**config.mk**
```make
export PLATFORM = sky130hd
export DESIGN_NAME = qint_list_engine
export DESIGN_NICKNAME = d
export VERILOG_FILES = /design/src/rtl/qint_pkg.sv /design/src/rtl/qint_cfg_store.sv /design/src/rtl/qint_event_map.sv /design/src/rtl/qint_list_walker.sv /design/src/rtl/qint_list_engine.sv
export SDC_FILE = /design/constraint.sdc
export NUM_CORES = 1
export LEC_CHECK = 0
export ABC_AREA = 1
export BUFFER_PORTS_ARGS = -buffer_cell sky130_fd_sc_hd__buf_4
export CAP_MARGIN = 0
export CORE_ASPECT_RATIO = 2
export CORE_MARGIN = 4
export CORE_UTILIZATION = 50
export CTS_CLUSTER_DIAMETER = 40
export CTS_CLUSTER_SIZE = 40
export DETAILED_ROUTE_END_ITERATION = 12
export GPL_TIMING_DRIVEN = 0
export PLACE_DENSITY = 0.67
export SYNTH_ARGS = -nofsm -noshare
export SYNTH_HDL_FRONTEND = slang
export SYNTH_SLANG_ARGS = --single-unit
```
**constraint.sdc**
```tcl
create_clock -name clk -period 2.35 [get_ports clk]
set_input_delay 0.3525 -clock clk [delete_from_list [all_inputs] [get_ports clk]]
set_output_delay 0.3525 -clock clk [all_outputs]
set_load 0.05 [all_outputs]
```
**src/rtl/qint_pkg.sv**
```systemverilog
package qint_pkg;
  localparam int QIDX_W = 11;
  localparam logic [QIDX_W-1:0] Q_EOL = 11'h7FF;
  localparam int VFLD_W = 8;

  typedef enum logic {QT_RX = 1'b0, QT_TX = 1'b1} qtype_e;

  typedef struct packed {
    qtype_e              ftype;
    logic [QIDX_W-1:0]   fidx;
  } qlink_t;

  typedef struct packed {
    logic [VFLD_W-1:0]   vec;
    logic [2:0]          slot;
    logic [1:0]          itr;
    logic                ena;
  } qcause_t;

  typedef struct packed {
    qcause_t cause;
    qlink_t  link;
  } qctl_t;

  localparam int LINK_W = $bits(qlink_t);
  localparam int CTL_W  = $bits(qctl_t);
endpackage

```
**src/rtl/qint_cfg_store.sv**
```systemverilog
module qint_cfg_store
  import qint_pkg::*;
#(
  parameter int NQ = 8,
  parameter int NV = 4
) (
  input  logic              clk,
  input  logic              rst_n,
  input  logic              head_we,
  input  logic              head_v0,
  input  logic [7:0]        head_num,
  input  logic [LINK_W-1:0] head_wdata,
  input  logic              qctl_we,
  input  logic              qctl_type,
  input  logic [QIDX_W-1:0] qctl_qidx,
  input  logic [CTL_W-1:0]  qctl_wdata,
  output qctl_t             rx_ctl [NQ],
  output qctl_t             tx_ctl [NQ],
  output qlink_t            heads  [NV]
);
  localparam qlink_t EMPTY_LINK = '{ftype: QT_RX, fidx: Q_EOL};
  localparam qctl_t  RST_CTL    = '{cause: '0, link: EMPTY_LINK};

  logic [8:0] head_tgt;
  always_comb head_tgt = head_v0 ? 9'd0 : ({1'b0, head_num} + 9'd1);

  for (genvar v = 0; v < NV; v++) begin : g_head
    logic   hd_en;
    qlink_t hd_d;
    always_comb begin
      hd_en = head_we && (head_tgt == 9'(v));
      hd_d  = hd_en ? qlink_t'(head_wdata) : heads[v];
    end
    always_ff @(posedge clk or negedge rst_n) begin
      if (!rst_n) heads[v] <= EMPTY_LINK;
      else        heads[v] <= hd_d;
    end
  end

  for (genvar q = 0; q < NQ; q++) begin : g_queue
    logic  rx_en, tx_en;
    qctl_t rx_d, tx_d;
    always_comb begin
      rx_en = qctl_we && (qctl_qidx == QIDX_W'(q)) && (qctl_type == QT_RX);
      tx_en = qctl_we && (qctl_qidx == QIDX_W'(q)) && (qctl_type == QT_TX);
      rx_d  = rx_en ? qctl_t'(qctl_wdata) : rx_ctl[q];
      tx_d  = tx_en ? qctl_t'(qctl_wdata) : tx_ctl[q];
    end
    always_ff @(posedge clk or negedge rst_n) begin
      if (!rst_n) begin
        rx_ctl[q] <= RST_CTL;
        tx_ctl[q] <= RST_CTL;
      end else begin
        rx_ctl[q] <= rx_d;
        tx_ctl[q] <= tx_d;
      end
    end
  end
endmodule

```
**src/rtl/qint_event_map.sv**
```systemverilog
module qint_event_map
  import qint_pkg::*;
#(
  parameter int NQ = 8,
  parameter int NV = 4,
  localparam int VEC_W = $clog2(NV),
  localparam int QI_W  = $clog2(NQ)
) (
  input  logic              clk,
  input  logic              rst_n,
  input  logic              ev_valid,
  input  logic              ev_type,
  input  logic [QIDX_W-1:0] ev_qidx,
  input  qcause_t           rx_c [NQ],
  input  qcause_t           tx_c [NQ],
  input  logic [NV-1:0]     vec_ack,
  input  logic              v0_clr,
  output logic              pend_valid,
  output logic [VEC_W-1:0]  pend_vec,
  output logic [1:0]        pend_itr,
  output logic [NV-1:0]     vec_pending,
  output logic [6:0]        v0_cause
);
  qcause_t          sel;
  logic             hit;
  logic [NV-1:0]    set_vec;
  logic [NV-1:0]    pend_d;
  logic [6:0]       cause_d;

  always_comb begin
    sel     = (ev_type == QT_TX) ? tx_c[ev_qidx[QI_W-1:0]] : rx_c[ev_qidx[QI_W-1:0]];
    hit     = ev_valid && (int'(ev_qidx) < NQ) && sel.ena && (int'(sel.vec) < NV);
    set_vec = hit ? (NV'(1) << sel.vec[VEC_W-1:0]) : '0;
    pend_d  = (vec_pending & ~vec_ack) | set_vec;
    cause_d = v0_clr ? 7'd0 : v0_cause;
    for (int b = 0; b < 7; b++)
      if (hit && (sel.vec == '0) && (sel.slot == 3'(b))) cause_d[b] = 1'b1;
  end

  always_ff @(posedge clk or negedge rst_n) begin
    if (!rst_n) begin
      pend_valid  <= 1'b0;
      pend_vec    <= '0;
      pend_itr    <= '0;
      vec_pending <= '0;
      v0_cause    <= '0;
    end else begin
      pend_valid  <= hit;
      if (hit) begin
        pend_vec <= sel.vec[VEC_W-1:0];
        pend_itr <= sel.itr;
      end
      vec_pending <= pend_d;
      v0_cause    <= cause_d;
    end
  end

  // a reported vector is pending in the same cycle
  a_r2_reported_is_pending: assert property (@(posedge clk) disable iff (!rst_n)
    pend_valid |-> vec_pending[pend_vec]);
  // no report without an event pulse the cycle before
  a_r3_no_spurious_report: assert property (@(posedge clk) disable iff (!rst_n)
    pend_valid |-> $past(ev_valid));
  // cause bits move only on an event or a clear
  a_r8_cause_quiet: assert property (@(posedge clk) disable iff (!rst_n)
    (!ev_valid && !v0_clr) |=> $stable(v0_cause));
  for (genvar v = 0; v < NV; v++) begin : g_ack_chk
    // acknowledge without a fresh set clears the flag
    a_r9_ack_clears: assert property (@(posedge clk) disable iff (!rst_n)
      (vec_ack[v] && !set_vec[v]) |=> !vec_pending[v]);
  end
endmodule

```
**src/rtl/qint_list_walker.sv**
```systemverilog
module qint_list_walker
  import qint_pkg::*;
#(
  parameter int NQ = 8,
  parameter int NV = 4,
  localparam int VEC_W = $clog2(NV),
  localparam int QI_W  = $clog2(NQ),
  localparam int LIMIT = 2 * NQ,
  localparam int CNT_W = $clog2(LIMIT + 1)
) (
  input  logic              clk,
  input  logic              rst_n,
  input  logic              walk_start,
  input  logic [VEC_W-1:0]  walk_vec,
  input  qlink_t            heads  [NV],
  input  qlink_t            rx_lnk [NQ],
  input  qlink_t            tx_lnk [NQ],
  output logic              walk_busy,
  output logic              node_valid,
  output logic              node_type,
  output logic [QIDX_W-1:0] node_qidx,
  output logic              walk_done,
  output logic              walk_err
);
  logic             run_q, run_d;
  qlink_t           cur_q, cur_d, succ;
  logic [CNT_W-1:0] cnt_q, cnt_d;
  logic             is_eol, bad;

  always_comb begin
    is_eol = (cur_q.fidx == Q_EOL);
    bad    = !is_eol && ((int'(cur_q.fidx) >= NQ) || (cnt_q == CNT_W'(LIMIT)));
    succ   = (cur_q.ftype == QT_TX) ? tx_lnk[cur_q.fidx[QI_W-1:0]]
                                    : rx_lnk[cur_q.fidx[QI_W-1:0]];
    node_valid = run_q && !is_eol && !bad;
    walk_done  = run_q && is_eol;
    walk_err   = run_q && bad;
    run_d = run_q;
    cur_d = cur_q;
    cnt_d = cnt_q;
    if (!run_q) begin
      if (walk_start && (int'(walk_vec) < NV)) begin
        run_d = 1'b1;
        cur_d = heads[walk_vec];
        cnt_d = '0;
      end
    end else if (is_eol || bad) begin
      run_d = 1'b0;
    end else begin
      cur_d = succ;
      cnt_d = cnt_q + CNT_W'(1);
    end
  end

  always_ff @(posedge clk or negedge rst_n) begin
    if (!rst_n) begin
      run_q <= 1'b0;
      cur_q <= '{ftype: QT_RX, fidx: Q_EOL};
      cnt_q <= '0;
    end else begin
      run_q <= run_d;
      cur_q <= cur_d;
      cnt_q <= cnt_d;
    end
  end

  assign walk_busy = run_q;
  assign node_type = cur_q.ftype;
  assign node_qidx = cur_q.fidx;

  // at most one walk outcome per cycle
  a_r5_one_outcome: assert property (@(posedge clk) disable iff (!rst_n)
    $onehot0({node_valid, walk_done, walk_err}));
  // end-of-list returns the walker to idle
  a_r6_done_idles: assert property (@(posedge clk) disable iff (!rst_n)
    walk_done |=> !walk_busy);
  // the node counter never passes the loop bound
  a_r7_bounded: assert property (@(posedge clk) disable iff (!rst_n)
    int'(cnt_q) <= LIMIT);
  // an error ends the walk
  a_r7_err_idles: assert property (@(posedge clk) disable iff (!rst_n)
    walk_err |=> !walk_busy);
endmodule

```
**src/rtl/qint_list_engine.sv**
```systemverilog
module qint_list_engine
  import qint_pkg::*;
#(
  parameter int NQ = 8,
  parameter int NV = 4,
  localparam int VEC_W = $clog2(NV)
) (
  input  logic              clk,
  input  logic              rst_n,
  input  logic              head_we,
  input  logic              head_v0,
  input  logic [7:0]        head_num,
  input  logic [11:0]       head_wdata,
  input  logic              qctl_we,
  input  logic              qctl_type,
  input  logic [10:0]       qctl_qidx,
  input  logic [25:0]       qctl_wdata,
  input  logic              ev_valid,
  input  logic              ev_type,
  input  logic [10:0]       ev_qidx,
  input  logic [NV-1:0]     vec_ack,
  input  logic              v0_clr,
  output logic              pend_valid,
  output logic [VEC_W-1:0]  pend_vec,
  output logic [1:0]        pend_itr,
  output logic [NV-1:0]     vec_pending,
  output logic [6:0]        v0_cause,
  input  logic              walk_start,
  input  logic [VEC_W-1:0]  walk_vec,
  output logic              walk_busy,
  output logic              node_valid,
  output logic              node_type,
  output logic [10:0]       node_qidx,
  output logic              walk_done,
  output logic              walk_err
);
  qctl_t   rx_ctl [NQ];
  qctl_t   tx_ctl [NQ];
  qlink_t  heads  [NV];
  qcause_t rx_c   [NQ];
  qcause_t tx_c   [NQ];
  qlink_t  rx_lnk [NQ];
  qlink_t  tx_lnk [NQ];

  for (genvar q = 0; q < NQ; q++) begin : g_split
    assign rx_c[q]   = rx_ctl[q].cause;
    assign tx_c[q]   = tx_ctl[q].cause;
    assign rx_lnk[q] = rx_ctl[q].link;
    assign tx_lnk[q] = tx_ctl[q].link;
  end

  qint_cfg_store #(.NQ(NQ), .NV(NV)) u_store (
    .clk(clk), .rst_n(rst_n),
    .head_we(head_we), .head_v0(head_v0), .head_num(head_num), .head_wdata(head_wdata),
    .qctl_we(qctl_we), .qctl_type(qctl_type), .qctl_qidx(qctl_qidx), .qctl_wdata(qctl_wdata),
    .rx_ctl(rx_ctl), .tx_ctl(tx_ctl), .heads(heads)
  );

  qint_event_map #(.NQ(NQ), .NV(NV)) u_map (
    .clk(clk), .rst_n(rst_n),
    .ev_valid(ev_valid), .ev_type(ev_type), .ev_qidx(ev_qidx),
    .rx_c(rx_c), .tx_c(tx_c), .vec_ack(vec_ack), .v0_clr(v0_clr),
    .pend_valid(pend_valid), .pend_vec(pend_vec), .pend_itr(pend_itr),
    .vec_pending(vec_pending), .v0_cause(v0_cause)
  );

  qint_list_walker #(.NQ(NQ), .NV(NV)) u_walk (
    .clk(clk), .rst_n(rst_n),
    .walk_start(walk_start), .walk_vec(walk_vec),
    .heads(heads), .rx_lnk(rx_lnk), .tx_lnk(tx_lnk),
    .walk_busy(walk_busy), .node_valid(node_valid), .node_type(node_type),
    .node_qidx(node_qidx), .walk_done(walk_done), .walk_err(walk_err)
  );
endmodule

```
; ---- After elaboration in Yosys (flattened, before gate mapping)
; Index checks and enable logic that the tools add are counted.
[totals]
mem_bits_rw = 0
in_bits = 84
mem_bits_ro = 0
mem_count = 0
ff_bits = 498
latchBits = 0
out_inout_bits = 32
[op_classes]
order_cmp = 6
eq_ne = 19
n_bitwise = 7
shifts = 1
muxes = 36
reduce_logical = 61
n_mul = 0
addsub = 2
n_div = 0
[op_table]
columns = operator, count
row1 = two-way mux 12 bit, 10
row2 = binary-select mux 14 bit (select 3 bit), 2
row3 = binary-select mux 12 bit (select 3 bit), 2
row4 = two-way mux 14 bit, 5
row5 = "== test 11 x 3 -> 1 bit, second input constant", 4
row6 = logical AND 1 bit, 44
row7 = binary-select mux 12 bit (select 2 bit), 1
row8 = "== test 11 x 2 -> 1 bit, second input constant", 2
row9 = "== test 9 x 2 -> 1 bit, second input constant", 2
row10 = nonzero test 2 bit, 8
row11 = two-way mux 5 bit, 3
row12 = "== test 11 x 1 -> 1 bit, second input constant", 1
row13 = "== test 11 bit, second input constant", 1
row14 = ">= comparator 11 x 4 -> 1 bit, second input constant", 1
row15 = zero test 11 bit, 1
row16 = "less-than comparator 11 x 4 -> 1 bit, second input constant", 1
row17 = two-way mux 1 bit, 10
row18 = "adder 8 x 1 -> 9 bit, second input constant", 1
row19 = "== test 3 bit, second input constant", 3
row20 = "== test 9 x 1 -> 1 bit, second input constant", 1
row21 = zero test 9 bit, 1
row22 = two-way mux 9 bit, 1
row23 = ">= comparator 4 bit, second input constant", 2
row24 = zero test 8 bit, 1
row25 = other kinds (20), 24

; ---- Depth between registers and ports, before layout
; Gate-level depths: netlist of the first run.
[logic_depth]
depth_word = 10
mapped_depth = 14
mapped_depth_nobuf = 13

; ---- By module
; Synthesis of the first run repeated with hierarchy kept, for this count alone.
[hier_totals]
hier_cells = 3054
area_unflattened_um2 = 23826.6
[by_module_without_submodules]
columns = mod, area_each_um2, cells_each, n_inst
row1 = qint_cfg_store, 17641.9, 1811, 1
row2 = qint_list_walker, 3711.1, 780, 1
row3 = qint_event_map, 2473.6, 463, 1

; ---- Worst setup path after synthesis of the first run
; OpenSTA, ideal clock, no wires.
[synth_path]
kind = register -> output
start = reg u_walk.cur_q (netlist bit u_walk.node_qidx[0])
end = out walk_done
path_slack_ns = -0.287
arrival_time_ns = 2.285
stages_incl_launch_ff = 8
required_time_ns = 1.997
path_cell_list = dfstp_2 buf_2 buf_2 clkbuf_1 nand4_1 nor2_1 nand4_1 nor2_1
[synth_via]
elab_chain_cells = 2
[synth_rtl]
columns = element, line_no
row1 = start: declaration, qint_list_walker.sv:26  ; qlink_t cur_q, cur_d, succ;
row2 = start signal: assignment, qint_list_walker.sv:58  ; cur_q <= '{ftype: QT_RX, fidx: Q_EOL};
row3 = start signal: assignment, qint_list_walker.sv:62  ; cur_q <= cur_d;
row4 = == test 11 bit, qint_list_walker.sv:31  ; is_eol = (cur_q.fidx == Q_EOL);
row5 = logical AND 1 bit, qint_list_walker.sv:36  ; walk_done = run_q && is_eol;
row6 = end: declaration, qint_list_engine.sv:34  ; output logic walk_done,
; Every way passes these cells.

; ---- Final worst setup path of the first run
[layout_path]
start = reg u_walk.cur_q (netlist bit u_walk.node_qidx[2])
end = out walk_err
[layout_via]
elab_chain_cells = 4
[layout_rtl]
columns = element, line_no
row1 = >= comparator 11 x 4 -> 1 bit or == test 11 bit (tied branches), "qint_list_walker.sv:32, qint_list_walker.sv:31"
row2 = logical OR 1 bit or zero test 1 bit (tied branches), qint_list_walker.sv:32  ; bad = !is_eol && ((int'(cur_q.fidx) >= NQ) || (cnt_q == CNT_W'(LIMIT)));
row3 = logical AND 1 bit (*), qint_list_walker.sv:32
row4 = logical AND 1 bit (*), qint_list_walker.sv:37  ; walk_err = run_q && bad;
row5 = end: declaration, qint_list_engine.sv:35  ; output logic walk_err
; Mark *: on every way between the ends. The rest lies on a longest branch, timed or not.

==> metrics.txt, run 1 <==
IO Pins 116; count of buffer and inverter cells on the critical path 2; DRC Markers 0; worst skew pair latency 0.59 ns; Die Y 307.2 um; family with the most delay on the worst path flip-flops; crit start category flip-flop; Synth Area in Compound Gates 17.53%; GRT Resource Usage Total 39.27%; failing checks negative setup slack; Num CTS Buffers 44; VDD IR max 0.9948 mV; CP most frequent cell nand4_1; core area 44190 um^2; Routed WL 94420 um; RSZ-0062 raised after global routing yes; area delta synth->final 15.67%; Slowest cell on crit path dfstp_4; syn_area_per_cell 8.487 um^2; max-cap violations 0; actual slew at the worst max-slew pin 1.153 ns; Syn Inst Count 2637; dominant cell type by area after synthesis dfrtp_1; largest net degree at the start of global routing 127; Leak Pwr 11.24 nW; initial drt markers 1850; Std-Cell Rows 109; vias 20460; wire per inst 27.73 um; mux share of post-synthesis cell area 0.5367%; dpl hpwl 71750 um; PD cells 933.0 nW/um^2; drt via density 6.009; Post-Syn Nets 2724; relative slew slack 23.16%; fmax 0.4090 GHz; post-synthesis sequential area ratio 56.97%; Port Buf Inserts 112; Longest Clk Path Bufs 3; share of the synthesized area in the top cell type 29.85%; initial core utilization 50.65%; crit path DAT 2.09 ns; GR Overflow Total 0; Max stage delay on crit path 0.65 ns; final worst path period need 2.445 ns; Setup CP Type flip-flop to primary output; Final setup viols 3; DRT Pass-1 Iters 7; largest family of logic cells by synthesized area simple AND/OR/NAND/NOR gates; DP Area 24040 um^2; setup ws final -0.09497 ns; die area 48420 um^2; Worst Path Max Fanout 10; adder-cell share of the synthesized area 0.1677%; Netlist cell types 32; H-tree depth 2; xor and xnor area share after synthesis 0.1565%; first-pass GRT wire length 136500 um; Yosys reg bits 498; final hold violation count 0; Die X 157.6 um; Fin Clk Skew 0.02805 ns; TritonCTS clock tree built; Final Max Tran Viols 0; top cells by area, synth dfrtp_1, dfstp_2, o21ai_0, nand2_1, nor2_1; fin area 25890 um^2; Hold Crit Class input pin to flip-flop; Critical Path RT 2.00 ns; proportion of layout cells with a drive suffix above 1 18.46%; Root Buffer Master clkbuf_16; Synth Area in Simple Gates 18.93%; final core occ 58.59%; number of antenna violations at the first check in global routing 0; DRT antenna net count 0; CP Cell Sequence buf_8 > nand4_1 > nor2_1 > nand4_1 > nand2_1 > nor2_2 > buf_6; Worst-path clk slew 0.07 ns; status complete, but fails checks; synthesized cell area 22380 um^2; vias in the first global route 21000; Total Nets Final 2901; period utilisation layout 104.0%; GPL Wtd Cong 0.9838; clock sink total 498; Post-Route Setup TNS -0.1819 ns; yosys warns 0; CP endpoint kind primary output
[cells in the mapped netlist]
| cell type | n |
|---|---|
| buf_4 | 7 |
| nand2_2 | 3 |
| inv_2 | 2 |
| o21ai_1 | 13 |
| o22ai_1 | 4 |
| and3_1 | 2 |
| nand2_1 | 635 |
| xnor2_1 | 1 |
| nor4_1 | 5 |
| nand4_1 | 7 |
| o211ai_1 | 68 |
| a21oi_1 | 21 |
| dfrtp_1 | 267 |
| xor2_1 | 3 |
| nor4_2 | 1 |
| nand3_1 | 116 |
| o21ai_0 | 622 |
| or2_2 | 1 |
| inv_1 | 127 |
| buf_2 | 34 |
| buf_1 | 2 |
| mux2i_1 | 12 |
| nor2_1 | 266 |
| ha_1 | 3 |
| nand3_2 | 1 |
| o221ai_1 | 12 |
| dfstp_2 | 231 |
| nand3b_1 | 6 |
| nor2_4 | 3 |
| clkinv_1 | 1 |
| clkbuf_1 | 149 |
| nor3_1 | 12 |
[cells in the final DEF (no fill, tap or decap), types with 5 or more instances in the layout]
| cell type | instances |
|---|---|
| nand4_1 | 7 |
| nand2_2 | 5 |
| nor3_1 | 12 |
| o21ai_0 | 613 |
| o221ai_1 | 12 |
| mux2i_1 | 12 |
| nand3b_1 | 6 |
| nor2_1 | 262 |
| clkbuf_1 | 131 |
| nand2_1 | 633 |
| nand3_1 | 116 |
| dfrtp_1 | 267 |
| buf_2 | 28 |
| dfstp_2 | 230 |
| clkbuf_2 | 17 |
| o21ai_1 | 17 |
| inv_6 | 11 |
| buf_4 | 132 |
| inv_2 | 5 |
| a21oi_1 | 21 |
| o211ai_1 | 68 |
| clkbuf_16 | 47 |
| inv_1 | 124 |
[flip-flops by register name, indices dropped and copies added (netlist names), 4 cells and up]
register	cells
u_walk.cnt_q	5
u_store.heads	48
u_map.v0_cause	7
u_walk.node_qidx	11
u_store.tx_ctl	208
u_map.vec_pending	4
u_store.rx_ctl	208
[kinds of logic (layout without fill, tap and decap cells)]
logic type / Yosys count / count (layout)
other: 0 / 1
adder cells (fa/ha/maj): 3 / 3
AND/OR/NAND/NOR: 1058 / 1058
flip-flops: 498 / 498
XOR/XNOR: 4 / 4
multiplexers: 12 / 12
AO/OA/AOI/OAI: 740 / 740
buffers and inverters: 322 / 534
[area by class of cell]
class	instances	area, um^2
fill	4182	18300
sequential	498	12750
multi-input combinational	1817	8427
clock buffer	51	1149
timing repair buffer	134	1139
buffer	189	872.1
tap	555	694.4
inverter	130	488.0
clock inverter	30	362.8
antenna	1	2.502
[through the flow]
stage	hold WS [ns]	std cells	power, mW	setup slack [ns]
finish	0.03124	3405	24.15	-0.09497
CTS	0.01080	3400	23.85	-0.1547
global placement	0.4585	3304	15.73	-4.118
floorplan	0.05691	2637	12.81	0.03174
global route	0.04721	3404	24.83	-0.2018
detailed placement	0.3795	3308	15.83	-0.6231
[final timing paths]
check,cells past startpoint,from,slack [ns],endpoint
min in group asynchronous,2,rst_n,0.30,u_store.rx_ctl[180]$_DFFE_PN0P_
max in group asynchronous,5,rst_n,0.34,u_store.rx_ctl[88]$_DFFE_PN1P_
worst min register to register,2,u_store.heads[36]$_DFFE_PN1P_,0.48,u_store.heads[36]$_DFFE_PN1P_
worst max-delay path,7,u_walk.node_qidx[2]$_DFFE_PN1P_,-0.09,walk_err
worst min-delay path,4,vec_ack[3],0.03,u_map.vec_pending[3]$_DFF_PN0_
worst max register to register,11,u_walk.node_qidx[0]$_DFFE_PN1P_,0.01,u_walk.node_qidx[7]$_DFFE_PN1P_
[report_power, final]
group / internal [mW] / switching, mW / leakage (nW)
clock network: 4.03 / 3.72 / 0.738
registers: 9.17 / 0.310 / 6.10
logic: 1.87 / 5.04 / 4.41
[repair_timing]
item / 4_1_cts / 5_1_grt
pin swaps: 4 / 5
setup endpoints to repair: 20 / 137
buffers inserted: 11 / 3
resized for setup: 59 / 19
hold endpoints to repair: 58 / 0
gates cloned: 0 / 1
hold buffers: 3 / 0
[worst reg2reg max path, cell delays in order, from the launching register on]
cell and delay [ns]:
dfstp_2 0.60, inv_1 0.11, buf_4 0.22, buf_6 0.19, nor2_1 0.11, nor2_1 0.05, o21ai_1 0.33, o211ai_1 0.18
nand3_1 0.15, nand3_1 0.15, nand3_1 0.11, nand2_1 0.06
[layer usage]
layer	GRT usage, %	vias up	wire [um]	share of wire, %
met5	0	-	0	0
met4	43.68	0	14020	15
li1	-	9069	-	-
met3	5.034	432	4880	5.2
met1	36.82	9990	28010	30
met2	67.71	969	47510	50
Power figures use the tool's default switching activity.
==> run 2: changes to the inputs <==
--- a/config.mk
+++ b/config.mk
@@ -5,7 +5,6 @@
 export SDC_FILE = /design/constraint.sdc
 export NUM_CORES = 1
 export LEC_CHECK = 0
-export ABC_AREA = 1
 export BUFFER_PORTS_ARGS = -buffer_cell sky130_fd_sc_hd__buf_4
 export CAP_MARGIN = 0
 export CORE_ASPECT_RATIO = 2
@@ -16,6 +15,7 @@
 export DETAILED_ROUTE_END_ITERATION = 12
 export GPL_TIMING_DRIVEN = 0
 export PLACE_DENSITY = 0.67
+export SKIP_CTS_REPAIR_TIMING = 1
 export SYNTH_ARGS = -nofsm -noshare
 export SYNTH_HDL_FRONTEND = slang
 export SYNTH_SLANG_ARGS = --single-unit
==> metrics.txt, run 2 <==
status complete, but fails checks (unchanged); failing checks negative hold slack, negative setup slack (was negative setup slack); TritonCTS clock tree built (unchanged); crit path DAT 3.05 ns (was 2.09 ns); clock sink total 498 (unchanged); reg2reg end u_map.pend_itr[1]$_DFFE_PN0P_ (was u_walk.node_qidx[7]$_DFFE_PN1P_); fmax 0.3822 GHz (was 0.4090 GHz); Final Max Tran Viols 0 (unchanged); drt via density 5.958 (was 6.009); Worst Path Max Fanout 6 (was 10); dpl hpwl 41680 um (was 71750 um); Syn Inst Count 1412 (was 2637); Die X 157.3 um (was 157.6 um); GPL Wtd Cong 0.8416 (was 0.9838); max-cap violations 0 (unchanged); Worst R2R Setup Slack -0.27 ns (was 0.01 ns); Routed WL 59210 um (was 94420 um); syn_area_per_cell 15.79 um^2 (was 8.487 um^2); RSZ-0062 raised after global routing yes (unchanged); Register-to-Register Path Depth 7 (was 11); biggest regs u_store.rx_ctl x208, u_store.tx_ctl x208, u_store.heads x48 (unchanged); Yosys reg bits 498 (unchanged); vias in the first global route 14320 (was 21000); most frequent cells in the layout mux2_2, dfrtp_1, dfstp_2 (was nand2_1, o21ai_0, dfrtp_1); Std-Cell Rows 109 (unchanged); Final setup viols 19 (was 3); most common cell after layout, fill and taps aside mux2_2 (was nand2_1); Post-synth top flop dfrtp_1 (unchanged); top cells by area, synth dfrtp_1, dfstp_2, mux2_2, mux4_2, mux2_1 (was dfrtp_1, dfstp_2, o21ai_0, nand2_1, nor2_1); setup ws final -0.2663 ns (was -0.09497 ns); initial core utilization 50.47% (was 50.65%); Post-synth EDFFs 0 (unchanged); VDD IR max 0.6247 mV (was 0.9948 mV); worst skew pair latency 0.56 ns (was 0.59 ns); first-pass GRT wire length 88980 um (was 136500 um); Hold Crit Class input pin to async pin (was input pin to flip-flop); Total Nets Final 1684 (was 2901); vias 13000 (was 20460); worst slack, placed -0.9879 ns (was -0.6231 ns); H-tree depth 2 (unchanged); initial drt markers 700 (was 1850); async set-reset flop share out of synthesis 100.0% (unchanged); share of the synthesized area in the top cell type 29.96% (was 29.85%); Setup CP Type flip-flop to flip-flop (was flip-flop to primary output); period utilisation layout 111.3% (was 104.0%); wire per inst 27.14 um (was 27.73 um); Netlist cell types 57 (was 32); Port Buf Inserts 110 (was 112); PD cells 675.4 nW/um^2 (was 933.0 nW/um^2); DRT Pass-1 Iters 5 (was 7); DRT antenna net count 0 (unchanged); synthesized cell area 22300 um^2 (was 22380 um^2); Die Y 306.7 um (was 307.2 um); GR Overflow Total 0 (unchanged); Num CTS Buffers 38 (was 44); Leak Pwr 11.71 nW (was 11.24 nW); CP endpoint kind flip-flop (was primary output); largest net degree at the start of global routing 136 (was 127); Commonest cells post-synth mux2_2, dfrtp_1, dfstp_2 (was nand2_1, o21ai_0, dfrtp_1); count leader, synth mux2_2 (was nand2_1); Worst-path clk slew 0.09 ns (was 0.07 ns); actual slew at the worst max-slew pin 1.043 ns (was 1.153 ns); Critical Path RT 2.79 ns (was 2.00 ns); number of antenna violations at the first check in global routing 1 (was 0); die area 48250 um^2 (was 48420 um^2); final hold violation count 62 (was 0); Root Buffer Master clkbuf_16 (unchanged); Post-Syn Nets 1499 (was 2724); final worst path period need 2.616 ns (was 2.445 ns); Fin Clk Skew 0.02563 ns (was 0.02805 ns); dominant cell type by area after synthesis dfrtp_1 (unchanged); IO Pins 116 (unchanged); GRT Resource Usage Total 24.73% (was 39.27%); area delta synth->final 16.69% (was 15.67%); Longest Clk Path Bufs 3 (unchanged); relative slew slack 30.46% (was 23.16%); proportion of layout cells with a drive suffix above 1 65.38% (was 18.46%); DRC Markers 0 (unchanged); yosys warns 0 (unchanged); Hold Slack -0.1428 ns (was 0.03124 ns); core area 44190 um^2 (unchanged); RR Startpoint u_store.rx_ctl[101]$_DFFE_PN0P_ (was u_walk.node_qidx[0]$_DFFE_PN1P_); crit start category flip-flop (unchanged); post-synthesis sequential area ratio 57.18% (was 56.97%)
==> run 2: changes by cell type after synthesis, sizes merged, moves of 112 or more <==
cell    change
inv       -112
nor2      -225
nand2     -597
o21ai     -632
clkbuf    -121
mux2      +468
==> run 2: layout make-up <==
cell class / instances / area, um^2
fillers: 3455 / 18160
flip-flops and latches: 498 / 12750
multi-input cells: 794 / 9263
repair buffers: 148 / 1265
clock buffers: 47 / 1089
well taps: 555 / 694.4
plain buffers: 99 / 626.9
clock inverters: 22 / 264.0
inverters: 18 / 67.56
diodes: 1 / 2.502
==> run 2: logic make-up (layout without fill, tap and decap cells) <==
logic type               Yosys count  after routing  synth area share [%]
multiplexers                     576            576                 34.58
flip-flops                       498            498                 57.18
AND/OR/NAND/NOR                  165            165                 3.882
buffers and inverters            120            334                 2.390
AO/OA/AOI/OAI                     47             47                 1.683
adder cells (fa/ha/maj)            3              3                0.1683
XOR/XNOR                           3              3                0.1178
other                              0              1                     0
==> run 2: how the worst max path moves through the flow <==
stage                                          from                              end  slack, ns  depth (start not counted)
floorplan           u_walk.node_qidx[0]$_DFFE_PN1P_                        walk_done      -0.19                          4
global placement                              rst_n  u_store.rx_ctl[177]$_DFFE_PN0P_      -4.01                          1
detailed placement                     qctl_qidx[4]   u_store.tx_ctl[39]$_DFFE_PN0P_      -0.99                          8
CTS                 u_walk.node_qidx[2]$_DFFE_PN1P_  u_walk.node_qidx[6]$_DFFE_PN1P_      -0.54                          5
global route        u_store.tx_ctl[155]$_DFFE_PN0P_    u_map.pend_vec[0]$_DFFE_PN0P_      -0.25                          7
finish              u_store.rx_ctl[101]$_DFFE_PN0P_    u_map.pend_itr[1]$_DFFE_PN0P_      -0.27                          7
==> run 2: per-stage QoR <==
step           total power [mW]  instance area (um^2)  util (%)  setup TNS [ns]  instances
3_5_place_dp              10.49                 24020     54.36         -262.68       2081
6_report                  17.58                 26020     58.89          -2.186       2182
4_1_cts                   17.58                 25370     57.42          -51.10       2150
3_3_place_gp              10.43                 23900     54.10        -1808.82       2077
5_1_grt                   18.14                 26020     58.89          -2.996       2181
2_1_floorplan             9.750                 22380         -         -0.2000       1412
==> run 2: worst max-delay path: stages (launching register included) <==
cell and delay [ns]:
dfrtp_1 0.38, nor4_1 0.77, nand2_1 0.15, nand4_1 0.14, nand2_1 0.24, a211oi_4 0.32, buf_6 0.17, mux2_2 0.33
==> run 2: where the power goes <==
part / internal, mW / total [mW] / leakage, nW / switching [mW]
sequential: 8.77 / 8.86 / 6.11 / 0.0971
combinational: 0.660 / 1.64 / 4.94 / 0.984
clock: 3.75 / 7.07 / 0.656 / 3.32
total: 13.2 / 17.6 / 11.7 / 4.40
==> run 2: metal layers <==
| layer | wire length, um | vias to the layer above | GRT usage (%) |
|---|---|---|---|
| met5 | 0 | - | 0 |
| met4 | 3034 | 0 | 11.18 |
| met3 | 1789 | 120 | 2.521 |
| met2 | 33910 | 313 | 47.18 |
| met1 | 20480 | 6964 | 27.04 |
| li1 | - | 5604 | - |
